$ cat src/rtl/sram_ctrl_pkg.sv
package sram_ctrl_pkg;
  typedef enum logic [1:0] {ST_IDLE, ST_TURN, ST_RUN} ctl_state_e;

  function automatic int ns2cyc(input int t_ns, input int clk_ns);
    return (t_ns <= 0) ? 0 : (t_ns + clk_ns - 1) / clk_ns;
  endfunction

  function automatic int imax(input int a, input int b);
    return (a > b) ? a : b;
  endfunction
endpackage

$ cat src/rtl/sram_phase_cnt.sv
module sram_phase_cnt #(
  parameter int CW = 4
) (
  input  logic          clk_i,
  input  logic          rst_ni,
  input  logic          clr_i,
  input  logic          en_i,
  output logic [CW-1:0] cnt_o
);
  always_ff @(posedge clk_i or negedge rst_ni) begin
    if (!rst_ni)     cnt_o <= '0;
    else if (clr_i)  cnt_o <= '0;
    else if (en_i)   cnt_o <= cnt_o + 1'b1;
  end

  AST_CNT_NO_WRAP: assert property (@(posedge clk_i) disable iff (!rst_ni)
    (en_i && !clr_i) |-> (cnt_o != '1));
endmodule

$ cat src/rtl/sram_pin_decode.sv
module sram_pin_decode #(
  parameter int AW    = 17,
  parameter int DW    = 16,
  parameter int NLANE = 2,
  parameter int CW    = 2,
  parameter int C_AS  = 0,
  parameter int C_PW  = 2
) (
  input  logic             run_i,
  input  logic             wr_i,
  input  logic [CW-1:0]    cnt_i,
  input  logic [AW-1:0]    addr_i,
  input  logic [DW-1:0]    wdata_i,
  input  logic [NLANE-1:0] be_i,
  output logic [AW-1:0]    addr_o,
  output logic             ce_no,
  output logic             oe_no,
  output logic             we_no,
  output logic [NLANE-1:0] lane_no,
  output logic [DW-1:0]    dq_o,
  output logic             dq_oe_o
);
  localparam logic [CW-1:0] WIN_HI = CW'(C_AS + C_PW);

  logic lo_ok, we_win;

  generate
    if (C_AS == 0) begin : g_no_setup
      assign lo_ok = 1'b1;
    end else begin : g_setup
      localparam logic [CW-1:0] WIN_LO = CW'(C_AS);
      assign lo_ok = (cnt_i >= WIN_LO);
    end
  endgenerate

  assign we_win = run_i && wr_i && lo_ok && (cnt_i < WIN_HI);

  generate
    for (genvar g = 0; g < NLANE; g++) begin : g_lane
      assign lane_no[g] = !(run_i && be_i[g]);
    end
  endgenerate

  assign addr_o  = addr_i;
  assign ce_no   = !run_i;
  assign oe_no   = !(run_i && !wr_i);
  assign we_no   = !we_win;
  assign dq_o    = wdata_i;
  assign dq_oe_o = we_win;
endmodule

$ cat src/rtl/sram_ctrl.sv
module sram_ctrl #(
  parameter int AW     = 17,
  parameter int DW     = 16,
  parameter int CLK_NS = 4,
  parameter int T_WC   = 10,
  parameter int T_WP   = 7,
  parameter int T_AW   = 7,
  parameter int T_DW   = 5,
  parameter int T_AS   = 0,
  parameter int T_WR   = 0,
  parameter int T_RC   = 10,
  parameter int T_AA   = 10,
  parameter int T_OE   = 4,
  localparam int NLANE = DW / 8
) (
  input  logic             clk_i,
  input  logic             rst_ni,
  input  logic             req_i,
  input  logic             wr_i,
  input  logic [AW-1:0]    addr_i,
  input  logic [DW-1:0]    wdata_i,
  input  logic [NLANE-1:0] be_i,
  output logic             ready_o,
  output logic [DW-1:0]    rdata_o,
  output logic             rvalid_o,
  output logic [AW-1:0]    sram_addr_o,
  output logic             sram_ce_no,
  output logic             sram_oe_no,
  output logic             sram_we_no,
  output logic [NLANE-1:0] sram_lane_no,
  output logic [DW-1:0]    sram_dq_o,
  output logic             sram_dq_oe_o,
  input  logic [DW-1:0]    sram_dq_i
);
  import sram_ctrl_pkg::*;

  localparam int C_AS  = ns2cyc(T_AS, CLK_NS);
  localparam int C_WR  = ns2cyc(T_WR, CLK_NS);
  localparam int C_AW  = ns2cyc(T_AW, CLK_NS);
  localparam int C_PW  = imax(1, imax(imax(ns2cyc(T_WP, CLK_NS), ns2cyc(T_DW, CLK_NS)),
                                      C_AW - C_AS));
  localparam int N_W   = imax(ns2cyc(T_WC, CLK_NS), C_AS + C_PW + C_WR);
  localparam int C_ACC = imax(1, imax(ns2cyc(T_AA, CLK_NS), ns2cyc(T_OE, CLK_NS)));
  localparam int N_R   = imax(ns2cyc(T_RC, CLK_NS), C_ACC);
  localparam int N_MAX = imax(N_W, N_R);
  localparam int CW    = imax(1, $clog2(N_MAX + 1));
  localparam logic [CW-1:0] LAST_W = CW'(N_W - 1);
  localparam logic [CW-1:0] LAST_R = CW'(N_R - 1);
  localparam logic [CW-1:0] CAP_AT = CW'(C_ACC - 1);

  ctl_state_e       state_q;
  logic             op_wr_q, last_rd_q, rvalid_q;
  logic [AW-1:0]    addr_q;
  logic [DW-1:0]    wdata_q, rdata_q;
  logic [NLANE-1:0] be_q;
  logic [CW-1:0]    cnt;
  logic             run, last_beat, capture;

  assign run       = (state_q == ST_RUN);
  assign last_beat = run && (cnt == (op_wr_q ? LAST_W : LAST_R));
  assign capture   = run && !op_wr_q && (cnt == CAP_AT);

  sram_phase_cnt #(.CW(CW)) u_cnt (
    .clk_i  (clk_i),
    .rst_ni (rst_ni),
    .clr_i  (!run || last_beat),
    .en_i   (run),
    .cnt_o  (cnt)
  );

  always_ff @(posedge clk_i or negedge rst_ni) begin
    if (!rst_ni) begin
      state_q   <= ST_IDLE;
      op_wr_q   <= 1'b0;
      last_rd_q <= 1'b0;
      addr_q    <= '0;
      wdata_q   <= '0;
      be_q      <= '0;
      rdata_q   <= '0;
      rvalid_q  <= 1'b0;
    end else begin
      rvalid_q <= capture;
      if (capture) rdata_q <= sram_dq_i;
      case (state_q)
        ST_IDLE: if (req_i) begin
          op_wr_q   <= wr_i;
          addr_q    <= addr_i;
          wdata_q   <= wdata_i;
          be_q      <= be_i;
          last_rd_q <= !wr_i;
          // bus turnaround: memory may still be driving after a read
          state_q   <= (wr_i && last_rd_q) ? ST_TURN : ST_RUN;
        end
        ST_TURN: state_q <= ST_RUN;
        ST_RUN:  if (last_beat) state_q <= ST_IDLE;
        default: state_q <= ST_IDLE;
      endcase
    end
  end

  assign ready_o  = (state_q == ST_IDLE);
  assign rdata_o  = rdata_q;
  assign rvalid_o = rvalid_q;

  sram_pin_decode #(
    .AW(AW), .DW(DW), .NLANE(NLANE), .CW(CW), .C_AS(C_AS), .C_PW(C_PW)
  ) u_pins (
    .run_i   (run),
    .wr_i    (op_wr_q),
    .cnt_i   (cnt),
    .addr_i  (addr_q),
    .wdata_i (wdata_q),
    .be_i    (be_q),
    .addr_o  (sram_addr_o),
    .ce_no   (sram_ce_no),
    .oe_no   (sram_oe_no),
    .we_no   (sram_we_no),
    .lane_no (sram_lane_no),
    .dq_o    (sram_dq_o),
    .dq_oe_o (sram_dq_oe_o)
  );

  AST_OE_HIGH_IN_WRITE: assert property (@(posedge clk_i) disable iff (!rst_ni)
    !sram_we_no |-> sram_oe_no);
  AST_DRIVE_IN_PULSE: assert property (@(posedge clk_i) disable iff (!rst_ni)
    sram_dq_oe_o |-> (!sram_we_no && !sram_ce_no));
  AST_ADDR_HELD: assert property (@(posedge clk_i) disable iff (!rst_ni)
    (!sram_ce_no && $past(!sram_ce_no)) |-> $stable(sram_addr_o));
  AST_LANE_NEEDS_CE: assert property (@(posedge clk_i) disable iff (!rst_ni)
    !(&sram_lane_no) |-> !sram_ce_no);
  AST_RVALID_ONE: assert property (@(posedge clk_i) disable iff (!rst_ni)
    rvalid_o |=> !rvalid_o);
  AST_ACCEPT_BUSY: assert property (@(posedge clk_i) disable iff (!rst_ni)
    (req_i && ready_o) |=> !ready_o);
  AST_IDLE_QUIET: assert property (@(posedge clk_i) disable iff (!rst_ni)
    ready_o |-> (sram_ce_no && !sram_dq_oe_o));
endmodule

$ cat config.mk
export PLATFORM = sky130hd
export DESIGN_NAME = sram_ctrl
export DESIGN_NICKNAME = d
export VERILOG_FILES = /design/src/rtl/sram_ctrl_pkg.sv /design/src/rtl/sram_phase_cnt.sv /design/src/rtl/sram_pin_decode.sv /design/src/rtl/sram_ctrl.sv
export SDC_FILE = /design/constraint.sdc
export NUM_CORES = 1
export LEC_CHECK = 0
export ABC_AREA = 1
export CAP_MARGIN = 20
export CORE_MARGIN = 2
export CORE_UTILIZATION = 41
export CTS_CLUSTER_DIAMETER = 40
export CTS_CLUSTER_SIZE = 24
export DETAILED_ROUTE_END_ITERATION = 10
export PLACE_DENSITY = 0.79
export REMOVE_ABC_BUFFERS = 1
export SLEW_MARGIN = 20
export SYNTH_ARGS = -nofsm -noshare
export SYNTH_HDL_FRONTEND = slang
export SYNTH_SLANG_ARGS = --single-unit
$ cat constraint.sdc
create_clock -name clk_i -period 1.55 [get_ports clk_i]
set_input_delay 0.2325 -clock clk_i [delete_from_list [all_inputs] [get_ports clk_i]]
set_output_delay 0.2325 -clock clk_i [all_outputs]
set_load 0.05 [all_outputs]
==> impl_metrics.env <==
export IMPL_cp_num_buf_inv=2
export IMPL_period_needed_ps=1530
export IMPL_io_buffer_count=111
export IMPL_grt_pass1_vias=2225
export IMPL_place_hpwl_um=4460
export IMPL_layout_commonest_cell="nand2_1"
export IMPL_finalPower_mw=9.78
export IMPL_placed_cells_incl_taps=437
export IMPL_clockBufferDepth=2
export IMPL_final_nets=436
export IMPL_clkTransAtPathRegs_ps=60
export IMPL_finalSetupViolCount=0
export IMPL_cp_start_kind="flop"
export IMPL_finalHoldViolCount=0
export IMPL_num_vias=2207
export IMPL_grt_most_used_layer="met2"
export IMPL_grt_pass1_wl_um=10300
export IMPL_drt_total_wl_um=6230
export IMPL_clock_sinks=58
export IMPL_fp_dieW_um=79.9
export IMPL_gp_congestion=0.723
export IMPL_drt_iter0_drc=104
export IMPL_timing_fmax_mhz=653
export IMPL_ir_worst_vdd_v=0.00168
export IMPL_hold_path_class="input port to async pin"
export IMPL_htree_num_levels=3
export IMPL_cts_tree="done"
export IMPL_fin_cells=457
export IMPL_fillers=484
export IMPL_required_ps=1320
export IMPL_grt_max_degree=40
export IMPL_syn_avg_cell_area_um2=9.04
export IMPL_critPathMaxFanout=5
export IMPL_met3_usage=0.0588
export IMPL_endpoint_kind="primary output"
export IMPL_slew_headroom=0.648
export IMPL_leakagePower_nw=1.96
export IMPL_finalSetupTns_ps=0
export IMPL_stdcell_area_um2=3730
export IMPL_drc=0
export IMPL_power_density_nw_per_um2=2620
export IMPL_postSynthCellCount=261
export IMPL_netlist_area_um2=2360
export IMPL_die_h_um=79.9
export IMPL_slowest_stage="dfrtp_1"
export IMPL_antenna_found_initial=0
export IMPL_tightest_slew_ps=527
export IMPL_status="complete, no violations"
export IMPL_hold_slack_ps=415
export IMPL_rsz0062_at_grt="true"
export IMPL_yosysSeqAreaShare=0.615
export IMPL_grtUsageTotal=0.211
export IMPL_multi_input_area_um2=781
export IMPL_antenna_left=0
export IMPL_period_share=0.989
export IMPL_ios=112
export IMPL_report_final_slew_viol_count=0
export IMPL_synth_cell_types=16
export IMPL_first_pass_iters=4
export IMPL_fp_coreArea_um2=5540
export IMPL_use_met1=0.263
export IMPL_cts_root_buffer="clkbuf_8"
export IMPL_met2_usage=0.341
export IMPL_drv_cap=0
export IMPL_rows=27
export IMPL_critPathKind="flop to primary output"
export IMPL_seq_area_um2=1450
export IMPL_start_util=0.426
export IMPL_cpLargestDelayFamily="flip-flops"
export IMPL_grt_ovfl_total=0
export IMPL_via_per_inst=4.83
export IMPL_path_cells="nor2_2 -> buf_4 -> buf_12"
export IMPL_synth_seq_cells=58
export IMPL_cts_buffers=9
export IMPL_dpl_instance_area_um2=3450
export IMPL_drive_above_1_share=0.242
export IMPL_wire_per_inst_um=13.6
export IMPL_synthToLayoutAreaGrowth_pct=58.0
export IMPL_die_area_um2=6380
export IMPL_antenna_cells=0
export IMPL_arrival_ps=1300
export IMPL_finClkSkew_ps=8.30
export IMPL_ys_warn_count=0
export IMPL_max_stage_delay_ps=430
export IMPL_final_cell_mix="nand2_1 (115), buf_4 (62), dfrtp_1 (58)"
export IMPL_clk_latency_ps=330
==> power breakdown <==
group	internal (mW)	total (mW)	leakage, nW	switching, mW
Combinational	1.71	5.60	1.13	3.89
Clock	0.943	1.51	0.109	0.569
Sequential	2.23	2.67	0.716	0.435
Total	4.89	9.78	1.96	4.89
==> state kept, by name, indices dropped and copies added (netlist names) <==
signal	cells
last_rd_q	1
rvalid_o	1
be_q	2
state_q	2
addr_q	17
op_wr_q	1
u_cnt.cnt_o	2
rdata_o	16
wdata_q	16
==> per-stage QoR <==
step,worst slack [ps],utilization
6_report,17.4,0.673
5_1_grt,-29.3,0.673
4_1_cts,-8.36,0.671
3_5_place_dp,179,0.623
3_3_place_gp,221,0.623
2_1_floorplan,-2260,-
==> synthesized netlist by cell type, drive strengths merged <==
cell type	n	share of area
buf	16	0.042
o21ai	1	0.0021
dfrtp	58	0.62
nand4	17	0.048
nand2	116	0.18
nor2	6	0.011
clkbuf	2	0.0032
inv	8	0.013
ha	1	0.0053
nand3	36	0.076
==> cell type report <==
class | instances | share of cell area
flip-flops and latches | 58 | 0.389
repair buffers | 126 | 0.310
multi-input cells | 177 | 0.209
clock buffers | 11 | 0.0379
well taps | 72 | 0.0242
clock inverters | 5 | 0.0208
inverters | 8 | 0.00806
==> metal layers <==
metal  vias up  share of wire
li1       1076              -
met1      1017           0.42
met2       108           0.47
met3         6           0.10
met4         0         0.0058
met5         -              0
==> worst paths after layout <==
kind / start / end / slack, ps / cells past startpoint
worst max-delay path: state_q[0] / ready_o / 20 / 3
worst min-delay path: rst_ni / rdata_o[9] / 420 / 2
worst max register to register: u_cnt.cnt_o[0] / rdata_o[9] / 180 / 5
worst min register to register: u_cnt.cnt_o[0] / u_cnt.cnt_o[0] / 440 / 1
max in group asynchronous: rst_ni / u_cnt.cnt_o[1] / 570 / 3
min in group clk_i: u_cnt.cnt_o[0] / u_cnt.cnt_o[0] / 440 / 1
==> kinds of logic after synthesis <==
logic type               share of synthesized area
flip-flops                                   0.615
buffers and inverters                       0.0583
AND/OR/NAND/NOR                              0.319
adder cells (fa/ha/maj)                    0.00530
AO/OA/AOI/OAI                              0.00212
==> repair_timing <==
item                                    in CTS  in global routing
endpoints found under the hold margin       20                  0
hold buffers                                 1                  0
endpoints found under the setup margin       4                  6
setup buffers                                3                  0
pin swaps                                    1                  1
gates resized for setup                      3                  4
No activity file was read; power rests on OpenSTA's default activity.
